File: config.mk
export PLATFORM = sky130hd
export DESIGN_NAME = rx_addr_filter
export DESIGN_NICKNAME = d
export VERILOG_FILES = /design/src/rtl/rxaf_pkg.sv /design/src/rtl/rxaf_cfg.sv /design/src/rtl/rxaf_collect.sv /design/src/rtl/rxaf_decide.sv /design/src/rtl/rx_addr_filter.sv
export SDC_FILE = /design/constraint.sdc
export NUM_CORES = 1
export LEC_CHECK = 0
export BUFFER_PORTS_ARGS = -buffer_cell sky130_fd_sc_hd__buf_2
export CAP_MARGIN = 5
export CORE_MARGIN = 5
export CORE_UTILIZATION = 55
export CTS_CLUSTER_DIAMETER = 120
export CTS_CLUSTER_SIZE = 24
export DETAILED_ROUTE_END_ITERATION = 8
export HOLD_SLACK_MARGIN = 0.05
export PLACE_DENSITY = 0.73
export SYNTH_ARGS = -nofsm -noshare
export SYNTH_HDL_FRONTEND = slang
export SYNTH_SLANG_ARGS = --single-unit
File: constraint.sdc
create_clock -name clk -period 10.25 [get_ports clk]
set_clock_uncertainty 0.2 [all_clocks]
set_input_delay 0.5125 -clock clk [delete_from_list [all_inputs] [get_ports clk]]
set_output_delay 0.5125 -clock clk [all_outputs]
set_load 0.03 [all_outputs]
File: src/rtl/rxaf_pkg.sv
package rxaf_pkg;
  localparam int unsigned ADDR_BYTES = 6;
  localparam int unsigned BYTE_W     = 8;
  localparam int unsigned ADDR_W     = ADDR_BYTES * BYTE_W;
  localparam int unsigned HEAD_W     = (ADDR_BYTES - 1) * BYTE_W;
  localparam int unsigned HASH_W     = 64;
  localparam int unsigned HASH_IDX_W = $clog2(HASH_W);
  localparam int unsigned CRC_W      = 32;
  localparam int unsigned POS_W      = $clog2(ADDR_BYTES + 1);
  localparam int unsigned CFG_AW     = 3;
  localparam int unsigned CFG_DW     = 32;

  localparam logic [CRC_W-1:0] CRC_SEED     = '1;
  localparam logic [CRC_W-1:0] CRC_POLY_REV = 32'hEDB8_8320;

  // register indices
  localparam logic [CFG_AW-1:0] CFG_STN_LOW  = 3'd0;
  localparam logic [CFG_AW-1:0] CFG_STN_HIGH = 3'd1;
  localparam logic [CFG_AW-1:0] CFG_HASH_LO  = 3'd2;
  localparam logic [CFG_AW-1:0] CFG_HASH_HI  = 3'd3;
  localparam logic [CFG_AW-1:0] CFG_CTRL     = 3'd4;
  localparam logic [CFG_AW-1:0] CFG_CH_MASK  = 3'd5;

  // field positions
  localparam int unsigned STN_VALID_BIT = 16;
  localparam int unsigned STN_MATCH_BIT = 17;
  localparam int unsigned CTRL_BC_BIT   = 0;
  localparam int unsigned CTRL_ALL_BIT  = 1;

  typedef enum logic [2:0] {
    RSN_REJECT   = 3'd0,
    RSN_UNICAST  = 3'd1,
    RSN_BCAST    = 3'd2,
    RSN_MC_HASH  = 3'd3,
    RSN_COPY_ALL = 3'd4
  } rxaf_reason_e;

  // one byte of a reflected CRC-32 update, least significant data bit first
  function automatic logic [CRC_W-1:0] crc_step(input logic [CRC_W-1:0] c_in,
                                                input logic [BYTE_W-1:0] d);
    logic [CRC_W-1:0] c;
    c = c_in;
    for (int i = 0; i < int'(BYTE_W); i++) begin
      if (c[0] ^ d[i]) c = (c >> 1) ^ CRC_POLY_REV;
      else             c = c >> 1;
    end
    return c;
  endfunction
endpackage

File: src/rtl/rxaf_cfg.sv
module rxaf_cfg
  import rxaf_pkg::*;
#(
  parameter int unsigned NUM_CH = 8
) (
  input  logic              clk,
  input  logic              rst_n,
  input  logic              we,
  input  logic [CFG_AW-1:0] addr,
  input  logic [CFG_DW-1:0] wdata,
  output logic [ADDR_W-1:0] stn_addr,
  output logic              stn_valid,
  output logic              stn_match,
  output logic [HASH_W-1:0] hash_tbl,
  output logic              bc_en,
  output logic              copy_all,
  output logic [NUM_CH-1:0] ch_en
);
  localparam int unsigned LOW_BYTES_W = 32;
  localparam int unsigned HIGH_BYTES_W = ADDR_W - LOW_BYTES_W;

  logic [LOW_BYTES_W-1:0]  stn_low_q;
  logic [HIGH_BYTES_W-1:0] stn_high_q;
  logic                    stn_valid_q, stn_match_q;
  logic [CFG_DW-1:0]       hash_lo_q, hash_hi_q;
  logic                    bc_q, all_q;
  logic [NUM_CH-1:0]       ch_q;

  logic en_low, en_high, en_hlo, en_hhi, en_ctrl, en_ch;

  always_comb begin
    en_low  = we && (addr == CFG_STN_LOW);
    en_high = we && (addr == CFG_STN_HIGH);
    en_hlo  = we && (addr == CFG_HASH_LO);
    en_hhi  = we && (addr == CFG_HASH_HI);
    en_ctrl = we && (addr == CFG_CTRL);
    en_ch   = we && (addr == CFG_CH_MASK);
  end

  always_ff @(posedge clk or negedge rst_n) begin
    if (!rst_n) stn_low_q <= '0;
    else if (en_low) stn_low_q <= wdata[LOW_BYTES_W-1:0];
  end

  always_ff @(posedge clk or negedge rst_n) begin
    if (!rst_n) begin
      stn_high_q  <= '0;
      stn_valid_q <= 1'b0;
      stn_match_q <= 1'b0;
    end else if (en_high) begin
      stn_high_q  <= wdata[HIGH_BYTES_W-1:0];
      stn_valid_q <= wdata[STN_VALID_BIT];
      stn_match_q <= wdata[STN_MATCH_BIT];
    end
  end

  always_ff @(posedge clk or negedge rst_n) begin
    if (!rst_n) hash_lo_q <= '0;
    else if (en_hlo) hash_lo_q <= wdata;
  end

  always_ff @(posedge clk or negedge rst_n) begin
    if (!rst_n) hash_hi_q <= '0;
    else if (en_hhi) hash_hi_q <= wdata;
  end

  always_ff @(posedge clk or negedge rst_n) begin
    if (!rst_n) begin
      bc_q  <= 1'b0;
      all_q <= 1'b0;
    end else if (en_ctrl) begin
      bc_q  <= wdata[CTRL_BC_BIT];
      all_q <= wdata[CTRL_ALL_BIT];
    end
  end

  always_ff @(posedge clk or negedge rst_n) begin
    if (!rst_n) ch_q <= '0;
    else if (en_ch) ch_q <= wdata[NUM_CH-1:0];
  end

  assign stn_addr  = {stn_high_q, stn_low_q};
  assign stn_valid = stn_valid_q;
  assign stn_match = stn_match_q;
  assign hash_tbl  = {hash_hi_q, hash_lo_q};
  assign bc_en     = bc_q;
  assign copy_all  = all_q;
  assign ch_en     = ch_q;

  // a write to the low station register lands with byte 0 in the low bits
  a_r2_low_bytes_load: assert property (@(posedge clk) disable iff (!rst_n)
    en_low |=> stn_addr[LOW_BYTES_W-1:0] == $past(wdata[LOW_BYTES_W-1:0]));
endmodule

File: src/rtl/rxaf_collect.sv
module rxaf_collect
  import rxaf_pkg::*;
(
  input  logic              clk,
  input  logic              rst_n,
  input  logic              rx_valid,
  input  logic              rx_sof,
  input  logic              rx_eof,
  input  logic [BYTE_W-1:0] rx_data,
  output logic [HEAD_W-1:0] head_bytes,
  output logic [CRC_W-1:0]  head_crc,
  output logic              fin_stb,
  output logic              short_stb
);
  localparam int unsigned HEAD_N = ADDR_BYTES - 1;
  localparam logic [POS_W-1:0] LAST_POS = POS_W'(ADDR_BYTES - 1);

  logic             active_q, active_d;
  logic [POS_W-1:0] cnt_q, cnt_d, pos;
  logic [CRC_W-1:0] crc_q, crc_d;
  logic             take, store, ending;

  always_comb begin
    take      = rx_valid && (rx_sof || active_q);
    pos       = rx_sof ? '0 : cnt_q;
    fin_stb   = take && (pos == LAST_POS);
    short_stb = take && rx_eof && (pos < LAST_POS);
    store     = take && (pos < LAST_POS);
    ending    = fin_stb || rx_eof;
    active_d  = !ending;
    cnt_d     = ending ? '0 : pos + POS_W'(1);
    crc_d     = crc_step(rx_sof ? CRC_SEED : crc_q, rx_data);
  end

  always_ff @(posedge clk or negedge rst_n) begin
    if (!rst_n) begin
      active_q <= 1'b0;
      cnt_q    <= '0;
    end else if (take) begin
      active_q <= active_d;
      cnt_q    <= cnt_d;
    end
  end

  always_ff @(posedge clk or negedge rst_n) begin
    if (!rst_n) crc_q <= '0;
    else if (store) crc_q <= crc_d;
  end

  for (genvar k = 0; k < HEAD_N; k++) begin : g_head
    localparam logic [POS_W-1:0] K_POS = POS_W'(k);
    logic [BYTE_W-1:0] hb_q;
    always_ff @(posedge clk or negedge rst_n) begin
      if (!rst_n) hb_q <= '0;
      else if (store && (pos == K_POS)) hb_q <= rx_data;
    end
    assign head_bytes[k*BYTE_W +: BYTE_W] = hb_q;
  end

  assign head_crc = crc_q;

  // the byte counter never passes the last header position
  a_r7_count_bound: assert property (@(posedge clk) disable iff (!rst_n)
    cnt_q < LAST_POS || (cnt_q == LAST_POS && active_q));

  // a start marker always restarts collection at position one
  a_r9_restart: assert property (@(posedge clk) disable iff (!rst_n)
    (rx_valid && rx_sof && !rx_eof) |=> (active_q && cnt_q == POS_W'(1)));
endmodule

File: src/rtl/rxaf_decide.sv
module rxaf_decide
  import rxaf_pkg::*;
(
  input  logic              clk,
  input  logic              rst_n,
  input  logic [BYTE_W-1:0] rx_data,
  input  logic [HEAD_W-1:0] head_bytes,
  input  logic [CRC_W-1:0]  head_crc,
  input  logic              fin_stb,
  input  logic              short_stb,
  input  logic [ADDR_W-1:0] stn_addr,
  input  logic              stn_valid,
  input  logic              stn_match,
  input  logic              uc_ch0_en,
  input  logic [HASH_W-1:0] hash_tbl,
  input  logic              bc_en,
  input  logic              copy_all,
  output logic              res_valid,
  output logic              res_accept,
  output logic [2:0]        res_reason
);
  logic [ADDR_W-1:0]     dest;
  logic [CRC_W-1:0]      crc_fin;
  logic [HASH_IDX_W-1:0] hidx;
  logic                  is_bc, is_mc, uc_hit, bc_hit, mc_hit;
  logic                  valid_d, accept_d, upd;
  rxaf_reason_e          reason_d, reason_q;
  logic                  valid_q, accept_q;

  always_comb begin
    dest    = {rx_data, head_bytes};
    crc_fin = crc_step(head_crc, rx_data);
    hidx    = crc_fin[CRC_W-1 -: HASH_IDX_W];
    is_bc   = &dest;
    is_mc   = dest[0] && !is_bc;
    uc_hit  = (dest == stn_addr) && stn_valid && stn_match && uc_ch0_en;
    bc_hit  = is_bc && bc_en;
    mc_hit  = is_mc && hash_tbl[hidx];

    if (!fin_stb)     reason_d = RSN_REJECT;
    else if (uc_hit)  reason_d = RSN_UNICAST;
    else if (bc_hit)  reason_d = RSN_BCAST;
    else if (mc_hit)  reason_d = RSN_MC_HASH;
    else if (copy_all) reason_d = RSN_COPY_ALL;
    else              reason_d = RSN_REJECT;

    accept_d = fin_stb && (uc_hit || bc_hit || mc_hit || copy_all);
    valid_d  = fin_stb || short_stb;
    upd      = valid_d;
  end

  always_ff @(posedge clk or negedge rst_n) begin
    if (!rst_n) valid_q <= 1'b0;
    else        valid_q <= valid_d;
  end

  always_ff @(posedge clk or negedge rst_n) begin
    if (!rst_n) begin
      accept_q <= 1'b0;
      reason_q <= RSN_REJECT;
    end else if (upd) begin
      accept_q <= accept_d;
      reason_q <= reason_d;
    end
  end

  assign res_valid  = valid_q;
  assign res_accept = accept_q;
  assign res_reason = reason_q;

  // accept flag agrees with a non-zero reason
  a_r10_accept_reason: assert property (@(posedge clk) disable iff (!rst_n)
    res_valid |-> (res_accept == (res_reason != RSN_REJECT)));

  // a truncated header is always rejected one clock later
  a_r8_short_reject: assert property (@(posedge clk) disable iff (!rst_n)
    short_stb |=> (res_valid && !res_accept && res_reason == RSN_REJECT));

  // a verdict only follows a final or short byte
  a_r7_after_byte: assert property (@(posedge clk) disable iff (!rst_n)
    res_valid |-> $past(fin_stb || short_stb));

  // broadcast reason only with broadcast enabled
  a_r4_bcast_enable: assert property (@(posedge clk) disable iff (!rst_n)
    (res_valid && res_reason == RSN_BCAST) |-> $past(bc_en));
endmodule

File: src/rtl/rx_addr_filter.sv
module rx_addr_filter
  import rxaf_pkg::*;
#(
  parameter int unsigned NUM_CH = 8
) (
  input  logic              clk,
  input  logic              rst_n,
  input  logic              cfg_we,
  input  logic [CFG_AW-1:0] cfg_addr,
  input  logic [CFG_DW-1:0] cfg_wdata,
  input  logic              rx_valid,
  input  logic              rx_sof,
  input  logic              rx_eof,
  input  logic [BYTE_W-1:0] rx_data,
  output logic              res_valid,
  output logic              res_accept,
  output logic [2:0]        res_reason
);
  logic rst_meta_q, rst_sync_q;

  always_ff @(posedge clk or negedge rst_n) begin
    if (!rst_n) begin
      rst_meta_q <= 1'b0;
      rst_sync_q <= 1'b0;
    end else begin
      rst_meta_q <= 1'b1;
      rst_sync_q <= rst_meta_q;
    end
  end

  logic [ADDR_W-1:0] stn_addr;
  logic              stn_valid, stn_match, bc_en, copy_all;
  logic [HASH_W-1:0] hash_tbl;
  logic [NUM_CH-1:0] ch_en;
  logic [HEAD_W-1:0] head_bytes;
  logic [CRC_W-1:0]  head_crc;
  logic              fin_stb, short_stb;

  rxaf_cfg #(.NUM_CH(NUM_CH)) u_cfg (
    .clk(clk), .rst_n(rst_sync_q), .we(cfg_we), .addr(cfg_addr), .wdata(cfg_wdata),
    .stn_addr(stn_addr), .stn_valid(stn_valid), .stn_match(stn_match),
    .hash_tbl(hash_tbl), .bc_en(bc_en), .copy_all(copy_all), .ch_en(ch_en)
  );

  rxaf_collect u_collect (
    .clk(clk), .rst_n(rst_sync_q), .rx_valid(rx_valid), .rx_sof(rx_sof),
    .rx_eof(rx_eof), .rx_data(rx_data), .head_bytes(head_bytes),
    .head_crc(head_crc), .fin_stb(fin_stb), .short_stb(short_stb)
  );

  rxaf_decide u_decide (
    .clk(clk), .rst_n(rst_sync_q), .rx_data(rx_data), .head_bytes(head_bytes),
    .head_crc(head_crc), .fin_stb(fin_stb), .short_stb(short_stb),
    .stn_addr(stn_addr), .stn_valid(stn_valid), .stn_match(stn_match),
    .uc_ch0_en(ch_en[0]), .hash_tbl(hash_tbl), .bc_en(bc_en),
    .copy_all(copy_all), .res_valid(res_valid), .res_accept(res_accept),
    .res_reason(res_reason)
  );

  // unicast reason requires valid, match-enable and channel 0 enable
  a_r3_unicast_gates: assert property (@(posedge clk) disable iff (!rst_sync_q)
    (res_valid && res_reason == RSN_UNICAST) |-> $past(stn_valid && stn_match && ch_en[0]));
endmodule

==> impl_metrics.prom, run 1 <==
# TYPE chip_impl_metric gauge
chip_impl_metric{name="clk_path_buf_depth",unit=""} 2
chip_impl_metric{name="antenna_violating_nets_post_route",unit=""} 0
chip_impl_metric{name="setup_viol_count_final",unit=""} 0
chip_impl_metric{name="numClockSinks",unit=""} 200
chip_impl_metric{name="dpl.hpwl",unit="um"} 16800
chip_impl_metric{name="antenna-diode-count",unit=""} 0
chip_impl_metric{name="synth_sequential_area_ratio",unit="%"} 49.3
chip_impl_metric{name="max-slew-margin-rel",unit="%"} 31.6
chip_impl_metric{name="core-area",unit="mm2"} 0.0181
chip_impl_metric{name="drive_gt1_share",unit="%"} 30.1
chip_impl_metric{name="post_layout_worst_setup_margin",unit="ns"} 6.22
chip_impl_metric{name="synth.top_cell.area_share",unit="%"} 49.3
chip_impl_metric{name="routed_wire_length_per_instance",unit="um"} 20.9
chip_impl_info{name="post_synth_main_area_contributors",value="dfrtp_1 (49%), mux2_2 (17%), xnor2_1 (10%)"} 1
chip_impl_metric{name="cellPowerDensity",unit="mW/mm2"} 308
chip_impl_info{name="clock_tree_from_tritoncts",value="yes"} 1
chip_impl_metric{name="layout.nets",unit=""} 951
chip_impl_metric{name="postCtsSetupBuffers",unit=""} 0
chip_impl_metric{name="syn_to_final_growth",unit="%"} 10.3
chip_impl_metric{name="drv_cap",unit=""} 0
chip_impl_metric{name="layout_worst_path_cycle_share",unit="%"} 39.3
chip_impl_metric{name="routed_wl",unit="um"} 23800
chip_impl_info{name="layout_common_cells",value="dfrtp_1 (199), mux2_2 (157), xnor2_1 (118)"} 1
chip_impl_info{name="clock_tree.root_cell",value="clkbuf_16"} 1
chip_impl_info{name="timing.setup.critical_path_class",value="register to register"} 1
chip_impl_metric{name="critical_path.max_stage_delay",unit="ns"} 0.90
chip_impl_info{name="critPathTopFamily",value="flip-flops"} 1
chip_impl_metric{name="achievable-frequency",unit="MHz"} 248
chip_impl_metric{name="p_leak",unit="uW"} 0.00474
chip_impl_info{name="r2r_start",value="u_collect.head_crc[0]"} 1
chip_impl_metric{name="drt_pre_antenna_iters",unit=""} 5
chip_impl_metric{name="power.share.clock",unit="%"} 20.3
chip_impl_metric{name="worst-endpoint-arrival",unit="ns"} 4.16
chip_impl_metric{name="vias_per_cell",unit=""} 5.88
chip_impl_metric{name="timing.reg2reg.worst_path_depth",unit=""} 10
chip_impl_info{name="worstSetupEndpointType",value="register"} 1
chip_impl_metric{name="internal-power",unit="uW"} 2120
chip_impl_metric{name="switching_power",unit="uW"} 1330
chip_impl_metric{name="clock_latency",unit="ns"} 0.44
chip_impl_info{name="hold_path_startpoint",value="rx_valid"} 1
chip_impl_metric{name="place.gp.congestion",unit=""} 0.939
chip_impl_metric{name="worst_ep_required_time",unit="ns"} 10.38
chip_impl_metric{name="setup_tns",unit="ns"} 0
chip_impl_metric{name="ctsHtreeMaxLevel",unit=""} 4
chip_impl_metric{name="final-max-slew-violation-count",unit=""} 0
chip_impl_metric{name="async_flop_share",unit="%"} 100
chip_impl_metric{name="cts.clk_slew.worst_paths",unit="ns"} 0.07
chip_impl_metric{name="die_w",unit="um"} 146
chip_impl_metric{name="post_synthesis_net_count",unit=""} 910
chip_impl_metric{name="synth-edff-count",unit=""} 0
chip_impl_metric{name="synth_seq_cells",unit=""} 200
chip_impl_info{name="timing.critical_path.from_type",value="register"} 1
chip_impl_metric{name="io-pin-count",unit=""} 54
chip_impl_metric{name="via_count",unit=""} 6692
chip_impl_metric{name="syn_avg_cell_area",unit="um2"} 11.9
chip_impl_metric{name="tightest_slew",unit="ns"} 1.03
chip_impl_info{name="netlist.top_cell.by_area",value="dfrtp_1"} 1
chip_impl_metric{name="die_area",unit="mm2"} 0.0213
chip_impl_metric{name="n_fill_cell",unit=""} 1431
chip_impl_metric{name="globalRouteOverflowTotal",unit=""} 0
chip_impl_metric{name="period_minus_slack",unit="ns"} 4.03
chip_impl_metric{name="seq_power_share",unit="%"} 35.0
chip_impl_metric{name="hold_violations",unit=""} 0
chip_impl_metric{name="rows",unit=""} 49
chip_impl_info{name="timing.hold.worst_endpoint",value="u_collect.active_q"} 1
chip_impl_info{name="grt_setup_unrepaired",value="false"} 1
chip_impl_info{name="worst_hold_check_path_type",value="input pin to register"} 1
chip_impl_metric{name="sw_frac_of_total",unit="%"} 38.5
chip_impl_metric{name="vias_in_the_first_global_route",unit=""} 6562
chip_impl_metric{name="cts_inserted_buffers",unit=""} 17
chip_impl_info{name="layout_commonest_cell",value="dfrtp_1"} 1
chip_impl_metric{name="ff2ff_setup_slack",unit="ns"} 6.22
chip_impl_metric{name="vdd.ir_drop.worst",unit="mV"} 0.162
chip_impl_metric{name="worst_slack_after_detailed_placement",unit="ns"} 6.24
chip_impl_metric{name="floorplan.die.height",unit="um"} 146
chip_impl_metric{name="drt-initial-drc-count",unit=""} 581
chip_impl_metric{name="final.hold.worst_slack",unit="ns"} 0.0680
chip_impl_metric{name="synth.lib_cells_used.distinct",unit=""} 51
chip_impl_metric{name="drcViolationCount",unit=""} 0
chip_impl_metric{name="worstPathMaxFanout",unit=""} 14
chip_impl_info{name="critical-path-slowest-cell",value="dfrtp_1"} 1
chip_impl_metric{name="combined_area_of_all_synthesized_cells",unit="mm2"} 0.0102
chip_impl_metric{name="grt_antenna_before_repair",unit=""} 1
chip_impl_metric{name="power_frac_comb",unit="%"} 44.7
chip_impl_metric{name="hold-path-cell-count",unit=""} 2
chip_impl_metric{name="yosysWarningCount",unit=""} 0
chip_impl_metric{name="critical_path.n_buffers_inverters",unit=""} 0
chip_impl_metric{name="grt_max_degree",unit=""} 83
chip_impl_metric{name="synthesized_instance_count",unit=""} 856
chip_impl_info{name="synth_top_flop_cell",value="dfrtp_1"} 1
chip_impl_info{name="r2r-end",value="u_decide.res_reason[2]"} 1
chip_impl_info{name="cp_cell_sequence",value="xnor2_4 > xnor2_1 > mux2i_1 > mux2i_2 > o22ai_1 > or3_1 > o21ai_0 > o311a_1 > o211ai_2 > a22o_1"} 1
chip_impl_metric{name="grt_first_pass_wirelength",unit="um"} 38000
chip_impl_info{name="outcome",value="completed"} 1
chip_impl_metric{name="io_buffers",unit=""} 53
chip_impl_metric{name="start_util",unit="%"} 56.1
chip_impl_metric{name="grt.total_usage",unit="%"} 22.9
==> layout make-up <==
cell class	count	area [um2]	area share, %
clock buffer	19	443	3.96
tap	229	287	2.56
multi-input combinational	595	4880	43.6
sequential	200	5010	44.7
timing repair buffer	61	328	2.93
inverter	22	82.6	0.738
clock inverter	13	168	1.50
==> cell families after synthesis <==
kind of cell / count (synthesis) / share of synthesized area [%]
buf+inv: 61 / 2.80
simple gates: 164 / 7.59
xor+xnor: 165 / 15.4
fa+ha+maj: 5 / 0.616
mux: 165 / 18.7
compound gates: 95 / 5.53
flops: 200 / 49.3
other cells: 1 / 0.0369
==> worst max path at each step <==
| stage | from | endpoint | depth (start not counted) | slack, ns |
|---|---|---|---|---|
| after floorplan | rst_sync_q | u_cfg.bc_en | 0 | 4.06 |
| after global placement | rx_data[0] | u_decide.res_reason[2] | 10 | 6.31 |
| after detailed placement | rx_data[0] | u_decide.res_reason[2] | 10 | 6.24 |
| after CTS | u_collect.head_crc[0] | u_decide.res_reason[2] | 10 | 6.22 |
| after global routing | u_collect.head_crc[0] | u_decide.res_reason[2] | 10 | 6.02 |
| final | u_collect.head_crc[0] | u_decide.res_reason[2] | 10 | 6.22 |
==> sequential cells by signal (all words and copies together) (netlist names), 3 cells and up <==
signal / flops
u_cfg.stn_high_q: 16
u_collect.cnt_q: 3
u_collect.head_crc: 32
u_collect.g_head.hb_q: 40
u_cfg.stn_low_q: 32
u_decide.res_reason: 3
u_cfg.hash_hi_q: 32
u_cfg.hash_lo_q: 32
==> cells in the mapped netlist (4+ instances only) <==
library cell and count:
buf_4 6, buf_6 4, clkbuf_1 22, inv_1 22, xnor2_1 118, nor3_1 4
o21ai_0 44, nor2_1 50, nor4_1 11, xnor2_2 4, o22ai_1 24, xor2_1 36
mux2_2 157, nand2_1 51, o31ai_1 5, buf_1 5, nand3_1 10, nand4_1 21
a21oi_1 8, ha_1 5, dfrtp_1 200
==> through the flow <==
stage | area [um2] | utilization [%] | total power, uW | instances
floorplan | 10200 | - | 2440 | 856
global placement | 10600 | 58.5 | 2690 | 1106
detailed placement | 10600 | 58.5 | 2730 | 1106
CTS | 11200 | 61.9 | 3440 | 1139
global route | 11200 | 61.9 | 3640 | 1139
finish | 11200 | 61.9 | 3450 | 1139
==> power by group through the flow <==
stage	registers, uW	clock network [uW]	logic, uW
finish	1200	700	1540
global route	1230	741	1680
CTS	1200	709	1530
detailed placement	1210	0	1510
global placement	1210	0	1480
floorplan	1130	0	1310
==> routing by layer <==
layer | global-route usage (%) | share of wire [%] | vias up
met2 | 35.3 | 47 | 197
met4 | 5.41 | 1.5 | 2
met3 | 4.55 | 5.5 | 30
li1 | - | - | 3045
met5 | 0 | 0.055 | -
met1 | 33.6 | 46 | 3418
==> what timing repair did <==
item,in CTS,in global routing
hold buffers,1,0
hold endpoints to repair,2,0
gates resized for setup,0,0
Note: power is estimated with default switching activity, not from simulation.
==> run 2: changes to the inputs <==
--- a/config.mk
+++ b/config.mk
@@ -5,6 +5,7 @@
 export SDC_FILE = /design/constraint.sdc
 export NUM_CORES = 1
 export LEC_CHECK = 0
+export ABC_AREA = 1
 export BUFFER_PORTS_ARGS = -buffer_cell sky130_fd_sc_hd__buf_2
 export CAP_MARGIN = 5
 export CORE_MARGIN = 5
@@ -13,7 +14,7 @@
 export CTS_CLUSTER_SIZE = 24
 export DETAILED_ROUTE_END_ITERATION = 8
 export HOLD_SLACK_MARGIN = 0.05
-export PLACE_DENSITY = 0.73
+export PLACE_DENSITY = 0.76
 export SYNTH_ARGS = -nofsm -noshare
 export SYNTH_HDL_FRONTEND = slang
 export SYNTH_SLANG_ARGS = --single-unit
==> constraint.sdc (replaced) <==
create_clock -name clk -period 3.29 [get_ports clk]
set_clock_uncertainty 0.2 [all_clocks]
set_input_delay 0.1645 -clock clk [delete_from_list [all_inputs] [get_ports clk]]
set_output_delay 0.1645 -clock clk [all_outputs]
set_load 0.03 [all_outputs]
==> impl_metrics.prom, run 2 <==
# TYPE chip_impl_metric gauge
chip_impl_metric{name="floorplan.die.height",unit="um"} 147
chip_impl_info{name="clock_tree.root_cell",value="clkbuf_16"} 1
chip_impl_metric{name="final-max-slew-violation-count",unit=""} 0
chip_impl_metric{name="clock_latency",unit="ns"} 0.44
chip_impl_metric{name="dpl.hpwl",unit="um"} 17900
chip_impl_metric{name="hold_violations",unit=""} 0
chip_impl_metric{name="internal-power",unit="uW"} 5860
chip_impl_metric{name="largest_register_ff_count",unit=""} 40
chip_impl_metric{name="worst_ep_required_time",unit="ns"} 3.47
chip_impl_info{name="timing.critical_path.from_type",value="input pin"} 1
chip_impl_metric{name="seq_power_share",unit="%"} 35.6
chip_impl_metric{name="numClockSinks",unit=""} 200
chip_impl_metric{name="start_util",unit="%"} 55.5
chip_impl_metric{name="routed_wire_length_per_instance",unit="um"} 16.7
chip_impl_info{name="r2r_start",value="u_collect.head_crc[3]"} 1
chip_impl_info{name="outcome",value="completed"} 1
chip_impl_metric{name="tightest_slew",unit="ns"} 1.05
chip_impl_metric{name="switching_power",unit="uW"} 4170
chip_impl_metric{name="cts.clk_slew.worst_paths",unit="ns"} 0.07
chip_impl_metric{name="final.hold.worst_slack",unit="ns"} 0.122
chip_impl_metric{name="die_area",unit="mm2"} 0.0217
chip_impl_metric{name="core-area",unit="mm2"} 0.0186
chip_impl_metric{name="post_synthesis_net_count",unit=""} 1285
chip_impl_metric{name="grt.total_usage",unit="%"} 24.8
chip_impl_metric{name="vias_per_cell",unit=""} 5.48
chip_impl_metric{name="die_w",unit="um"} 147
chip_impl_metric{name="setup_viol_count_final",unit=""} 0
chip_impl_metric{name="syn_avg_cell_area",unit="um2"} 8.41
chip_impl_metric{name="io-pin-count",unit=""} 54
chip_impl_metric{name="layout_worst_path_cycle_share",unit="%"} 90.5
chip_impl_metric{name="grt_first_pass_wirelength",unit="um"} 43000
chip_impl_metric{name="io_buffers",unit=""} 53
chip_impl_metric{name="clk_path_buf_depth",unit=""} 2
chip_impl_metric{name="drt_pre_antenna_iters",unit=""} 5
chip_impl_metric{name="drive_gt1_share",unit="%"} 11.5
chip_impl_metric{name="grt_antenna_before_repair",unit=""} 0
chip_impl_metric{name="sw_frac_of_total",unit="%"} 41.6
chip_impl_metric{name="power_frac_comb",unit="%"} 43.6
chip_impl_metric{name="worstPathMaxFanout",unit=""} 28
chip_impl_metric{name="drt-initial-drc-count",unit=""} 807
chip_impl_metric{name="syn_to_final_growth",unit="%"} 14.0
chip_impl_metric{name="vdd.ir_drop.worst",unit="mV"} 0.542
chip_impl_info{name="registers.top_by_ff_count",value="u_collect.g_head.hb_q"} 1
chip_impl_info{name="layout_commonest_cell",value="nand2_1"} 1
chip_impl_info{name="timing.setup.critical_path_class",value="input pin to register"} 1
chip_impl_metric{name="synth_sequential_area_ratio",unit="%"} 48.4
chip_impl_metric{name="synth.lib_cells_used.distinct",unit=""} 41
chip_impl_metric{name="worst_slack_after_detailed_placement",unit="ns"} 0.406
chip_impl_metric{name="p_leak",unit="uW"} 0.00561
chip_impl_info{name="grt_setup_unrepaired",value="false"} 1
chip_impl_metric{name="rows",unit=""} 50
chip_impl_metric{name="antenna_violating_nets_post_route",unit=""} 0
chip_impl_info{name="most_common_cell_in_the_netlist",value="nand2_1"} 1
chip_impl_info{name="layout_common_cells",value="nand2_1 (315), dfrtp_1 (199), o21ai_0 (192)"} 1
chip_impl_metric{name="period_minus_slack",unit="ns"} 2.98
chip_impl_info{name="synth.top_cells.by_count",value="nand2_1 (315), dfrtp_1 (200), o21ai_0 (192)"} 1
chip_impl_metric{name="power.share.clock",unit="%"} 20.8
chip_impl_metric{name="async_flop_share",unit="%"} 100
chip_impl_info{name="netlist.top_cell.by_area",value="dfrtp_1"} 1
chip_impl_info{name="hold_path_startpoint",value="rx_data[7]"} 1
chip_impl_metric{name="achievable-frequency",unit="MHz"} 336
chip_impl_metric{name="worst-endpoint-arrival",unit="ns"} 3.16
chip_impl_metric{name="vias_in_the_first_global_route",unit=""} 8395
chip_impl_metric{name="setup_tns",unit="ns"} 0
chip_impl_info{name="worstSetupEndpointType",value="register"} 1
chip_impl_metric{name="drcViolationCount",unit=""} 0
chip_impl_info{name="post_synth_main_area_contributors",value="dfrtp_1 (48%), nand2_1 (11%), o21ai_0 (9.3%)"} 1
chip_impl_info{name="worst_hold_check_path_type",value="input pin to register"} 1
chip_impl_metric{name="drv_cap",unit=""} 0
chip_impl_metric{name="synthesized_instance_count",unit=""} 1231
chip_impl_metric{name="synth_seq_cells",unit=""} 200
chip_impl_metric{name="post_layout_worst_setup_margin",unit="ns"} 0.311
chip_impl_metric{name="post-layout-total-power",unit="uW"} 10000
chip_impl_info{name="synth_top_flop_cell",value="dfrtp_1"} 1
chip_impl_metric{name="synth-edff-count",unit=""} 0
chip_impl_metric{name="cellPowerDensity",unit="mW/mm2"} 850
chip_impl_metric{name="synth.top_cell.area_share",unit="%"} 48.4
chip_impl_metric{name="cts_inserted_buffers",unit=""} 17
chip_impl_metric{name="antenna-diode-count",unit=""} 0
chip_impl_metric{name="via_count",unit=""} 8527
chip_impl_metric{name="ctsHtreeMaxLevel",unit=""} 4
chip_impl_info{name="clock_tree_from_tritoncts",value="yes"} 1
chip_impl_metric{name="place.gp.congestion",unit=""} 0.892
chip_impl_metric{name="grt_max_degree",unit=""} 65
chip_impl_metric{name="combined_area_of_all_synthesized_cells",unit="mm2"} 0.0103
chip_impl_metric{name="yosysWarningCount",unit=""} 0
chip_impl_metric{name="globalRouteOverflowTotal",unit=""} 0
chip_impl_info{name="worst_setup_path_startpoint",value="rx_data[0]"} 1
chip_impl_metric{name="routed_wl",unit="um"} 25900
chip_impl_metric{name="max-slew-margin-rel",unit="%"} 29.5
chip_impl_metric{name="layout.nets",unit=""} 1364
==> run 2: final timing paths <==
path | slack (ns) | endpoint | cells after the start
max reg2reg | 0.39 | u_decide.res_reason[2] | 19
max in group asynchronous | 1.85 | u_cfg.hash_lo_q[19] | 1
min in group asynchronous | 0.13 | u_collect.head_crc[3] | 0
min | 0.12 | u_collect.g_head[3].hb_q[7] | 3
min reg2reg | 0.13 | u_collect.head_crc[3] | 0
max | 0.31 | u_decide.res_reason[0] | 22
==> run 2: final cells by class <==
| cell class | instances | area, um2 |
|---|---|---|
| Clock buffer | 20 | 457 |
| Clock inverter | 10 | 121 |
| Fill cell | 1584 | 6850 |
| Inverter | 88 | 335 |
| Multi-Input combinational cell | 890 | 4710 |
| Sequential cell | 200 | 5010 |
| Tap cell | 234 | 293 |
| Timing Repair Buffer | 113 | 862 |
==> run 2: kinds of logic (layout without fill, tap and decap cells) <==
family                   after synthesis  count (layout)  synth area share, %
buffers and inverters                141             231                 6.22
AND/OR/NAND/NOR                      545             545                 23.6
AO/OA/AOI/OAI                        229             229                 11.5
adder cells (fa/ha/maj)                5               5                0.605
flip-flops                           200             200                 48.4
other                                  1               1               0.0362
XOR/XNOR                             110             110                 9.60
==> run 2: what timing repair did <==
action	CTS	global route
gates resized for setup	0	2
buffers inserted	0	0
endpoints found under the setup margin	0	4
hold buffers	47	0
hold endpoints to repair	142	0
==> run 2: stage by stage <==
step                instance area [um2]  util, %  instances
finish                            11800     63.2       1555
global route                      11800     63.2       1555
CTS                               11800     63.2       1555
detailed placement                10700     57.6       1478
global placement                  10700     57.6       1478
floorplan                         10400        -       1231
==> run 2: power by group through the flow <==
stage,clock [uW],combinational (uW),sequential [uW]
after floorplan,0,3610,3490
after global placement,0,4140,3580
after detailed placement,0,4240,3600
after CTS,2100,4330,3560
after global routing,2220,4890,3650
final,2080,4370,3570
==> run 2: layer usage <==
layer,track usage (%),wire (um)
met2,40.6,12600
met3,4.63,1270
met1,33.7,11500
met5,0,0
met4,7.97,541
==> run 2: critical path, cell delays in order <==
cell and delay [ns]:
dlygate4sd3_1 0.55, buf_2 0.16, inv_2 0.12, nand2_2 0.10, nand2_4 0.16, nand2_2 0.10, nand2_2 0.10, nand2_2 0.07
nand2_4 0.10, nand2_4 0.07, nand3_4 0.09, buf_4 0.33, nand3_1 0.14, nand3_1 0.11, nand3_1 0.07, nand3_1 0.12
nand2_1 0.09, nand2_1 0.10, nand3_2 0.11, o21bai_1 0.15, nand2_1 0.06, nand2_1 0.06
==> run 3: changes to the inputs <==
==> constraint.sdc (replaced) <==
create_clock -name clk -period 3.29 [get_ports clk]
set_clock_uncertainty 0.2 [all_clocks]
set_input_delay 0.987 -clock clk [delete_from_list [all_inputs] [get_ports clk]]
set_output_delay 0.987 -clock clk [all_outputs]
set_load 0.03 [all_outputs]
==> impl_metrics.prom, run 3 (synthesized netlist as in run 2, its figures left out) <==
# TYPE chip_impl_metric gauge
chip_impl_metric{name="routed_wire_length_per_instance",unit="um"} 16.4
chip_impl_metric{name="antenna_violating_nets_post_route",unit=""} 0
chip_impl_metric{name="clock_latency",unit="ns"} 0.44
chip_impl_metric{name="worst_slack_after_detailed_placement",unit="ns"} -0.142
chip_impl_metric{name="grt_max_degree",unit=""} 71
chip_impl_info{name="crit_path_frequent_cell",value="nand2_1"} 1
chip_impl_metric{name="drt_pre_antenna_iters",unit=""} 7
chip_impl_metric{name="vdd.ir_drop.worst",unit="mV"} 0.454
chip_impl_metric{name="tightest_slew",unit="ns"} 0.654
chip_impl_metric{name="grt_antenna_before_repair",unit=""} 0
chip_impl_info{name="cp_cell_sequence",value="buf_2 > nand2_1 > nand2_2 > nand2_2 > nand2_2 > nand2_1 > nand2_2 > nand2_2 > nand3_4 > buf_4 > nand3_1 > nand3_1 > nand3_1 > nand3_1 > nand2_1 > nand2_1 > nand3_2 > o21bai_1 > nand2_1 > nand2_1"} 1
chip_impl_metric{name="syn_to_final_growth",unit="%"} 12.4
chip_impl_metric{name="final-max-slew-violation-count",unit=""} 0
chip_impl_metric{name="postCtsResizedCells",unit=""} 0
chip_impl_metric{name="max-slew-margin-rel",unit="%"} 56.2
chip_impl_metric{name="cts.hold.buffers_added",unit=""} 0
chip_impl_info{name="outcome",value="completed"} 1
chip_impl_metric{name="cts_inserted_buffers",unit=""} 17
chip_impl_metric{name="place.gp.congestion",unit=""} 0.918
chip_impl_metric{name="antenna-diode-count",unit=""} 0
chip_impl_metric{name="ff2ff_setup_slack",unit="ns"} 0.54
chip_impl_metric{name="via_count",unit=""} 8476
chip_impl_info{name="registers.top_by_ff_count",value="u_collect.g_head.hb_q"} 1
chip_impl_metric{name="achievable-frequency",unit="MHz"} 334
chip_impl_metric{name="p_leak",unit="uW"} 0.00560
chip_impl_metric{name="io_buffers",unit=""} 53
chip_impl_metric{name="worst_ep_required_time",unit="ns"} 3.47
chip_impl_info{name="worst_hold_check_path_type",value="input pin to asynchronous set/reset pin"} 1
chip_impl_info{name="worstSetupEndpointType",value="register"} 1
chip_impl_metric{name="numClockSinks",unit=""} 200
chip_impl_metric{name="die_area",unit="mm2"} 0.0217
chip_impl_metric{name="globalRouteOverflowTotal",unit=""} 0
chip_impl_metric{name="place_inst",unit=""} 1515
chip_impl_info{name="critical-path-slowest-cell",value="buf_4"} 1
chip_impl_metric{name="dpl.hpwl",unit="um"} 18400
chip_impl_metric{name="final.hold.worst_slack",unit="ns"} 0.123
chip_impl_metric{name="post-layout-total-power",unit="uW"} 10300
chip_impl_metric{name="largest_register_ff_count",unit=""} 40
chip_impl_metric{name="drcViolationCount",unit=""} 0
chip_impl_metric{name="floorplan.die.height",unit="um"} 147
chip_impl_metric{name="cellPowerDensity",unit="mW/mm2"} 884
chip_impl_metric{name="io-pin-count",unit=""} 54
chip_impl_metric{name="drt-initial-drc-count",unit=""} 710
chip_impl_metric{name="worst-endpoint-arrival",unit="ns"} 3.17
chip_impl_metric{name="clk_path_buf_depth",unit=""} 2
chip_impl_metric{name="multiInputGateArea",unit="mm2"} 0.00471
chip_impl_metric{name="ctsHtreeMaxLevel",unit=""} 4
chip_impl_metric{name="drv_cap",unit=""} 0
chip_impl_info{name="layout_common_cells",value="nand2_1 (315), dfrtp_1 (199), o21ai_0 (192)"} 1
chip_impl_metric{name="postCtsSetupBuffers",unit=""} 0
chip_impl_info{name="clock_tree.root_cell",value="clkbuf_16"} 1
chip_impl_metric{name="setup_tns",unit="ns"} 0
chip_impl_metric{name="setup_viol_count_final",unit=""} 0
chip_impl_metric{name="grt_first_pass_wirelength",unit="um"} 41800
chip_impl_metric{name="period_minus_slack",unit="ns"} 2.99
chip_impl_metric{name="cts.clk_slew.worst_paths",unit="ns"} 0.08
chip_impl_metric{name="core-area",unit="mm2"} 0.0186
chip_impl_info{name="grt_setup_unrepaired",value="false"} 1
chip_impl_info{name="clock_tree_from_tritoncts",value="yes"} 1
chip_impl_metric{name="layout.nets",unit=""} 1354
chip_impl_info{name="layout_commonest_cell",value="nand2_1"} 1
chip_impl_info{name="timing.critical_path.from_type",value="input pin"} 1
chip_impl_metric{name="rows",unit=""} 50
chip_impl_metric{name="post_layout_worst_setup_margin",unit="ns"} 0.296
chip_impl_metric{name="vias_per_cell",unit=""} 5.48
chip_impl_metric{name="start_util",unit="%"} 55.5
chip_impl_metric{name="n_fill_cell",unit=""} 1589
chip_impl_metric{name="final_instance_count_excl_fillers",unit=""} 1547
chip_impl_metric{name="worstPathMaxFanout",unit=""} 22
chip_impl_metric{name="die_w",unit="um"} 147
chip_impl_metric{name="drive_gt1_share",unit="%"} 14.5
chip_impl_metric{name="hold_violations",unit=""} 0
chip_impl_metric{name="grt.total_usage",unit="%"} 24.0
chip_impl_metric{name="vias_in_the_first_global_route",unit=""} 8185
chip_impl_metric{name="regArea",unit="mm2"} 0.00501
chip_impl_metric{name="layout_worst_path_cycle_share",unit="%"} 91.0
chip_impl_metric{name="routed_wl",unit="um"} 25400
chip_impl_info{name="timing.setup.critical_path_class",value="input pin to register"} 1
chip_impl_metric{name="critical_path.max_stage_delay",unit="ns"} 0.28
==> run 3: cell count changes in the layout (fill, tap and decap cells not counted) <==
cell,delta
buf_12,+2
clkbuf_8,-1
nand2_4,-1
buf_4,+36
clkinv_4,+2
dlygate4sd3_1,-47
clkinv_2,-1
buf_6,-1
clkbuf_1,+1
inv_6,+1
nand2_2,+1
==> run 3: per-stage QoR <==
stage | area, um2 | util, %
6_report | 11600 | 62.4
2_1_floorplan | 10400 | -
3_5_place_dp | 11000 | 59.2
3_3_place_gp | 11000 | 59.2
4_1_cts | 11600 | 62.4
5_1_grt | 11600 | 62.4
==> run 3: worst max-delay path: cells and delay by family <==
| family | cells | cell delay (ns) |
|---|---|---|
| buffers and inverters | 2 | 0.42 |
| and+or+nand+nor | 17 | 1.58 |
| AOI/OAI and AO/OA | 1 | 0.16 |
==> run 3: final timing paths <==
kind	from	endpoint	cells after the start
hold reg to reg	rst_sync_q	u_cfg.stn_high_q[11]	0
setup reg to reg	u_collect.head_crc[3]	u_decide.res_reason[0]	16
min in group clk	rst_meta_q	rst_sync_q	0
setup / recovery	rx_data[0]	u_decide.res_reason[0]	20
max in group asynchronous	rst_sync_q	u_cfg.hash_lo_q[23]	1
hold / removal	rst_n	rst_sync_q	1
==> run 3: power by group <==
part	leakage [uW]	switching (uW)	internal, uW
logic	0.00280	2760	1840
registers	0.00253	489	3080
clock network	0.000273	959	1150
total	0.00560	4210	6070
==> run 3: layer usage <==
metal	routed length (um)	GRT usage, %
met5	0	0
met4	643	7.64
met3	1410	4.13
met2	12300	39.3
met1	11100	32.8
==> run 3: final cells by class <==
cell class / count / share of cell area, %
multi-input combinational: 890 / 40.5
clock inverter: 12 / 1.23
clock buffer: 20 / 3.84
inverter: 88 / 2.88
tap: 234 / 2.52
sequential: 200 / 43.1
timing repair buffer: 103 / 5.94
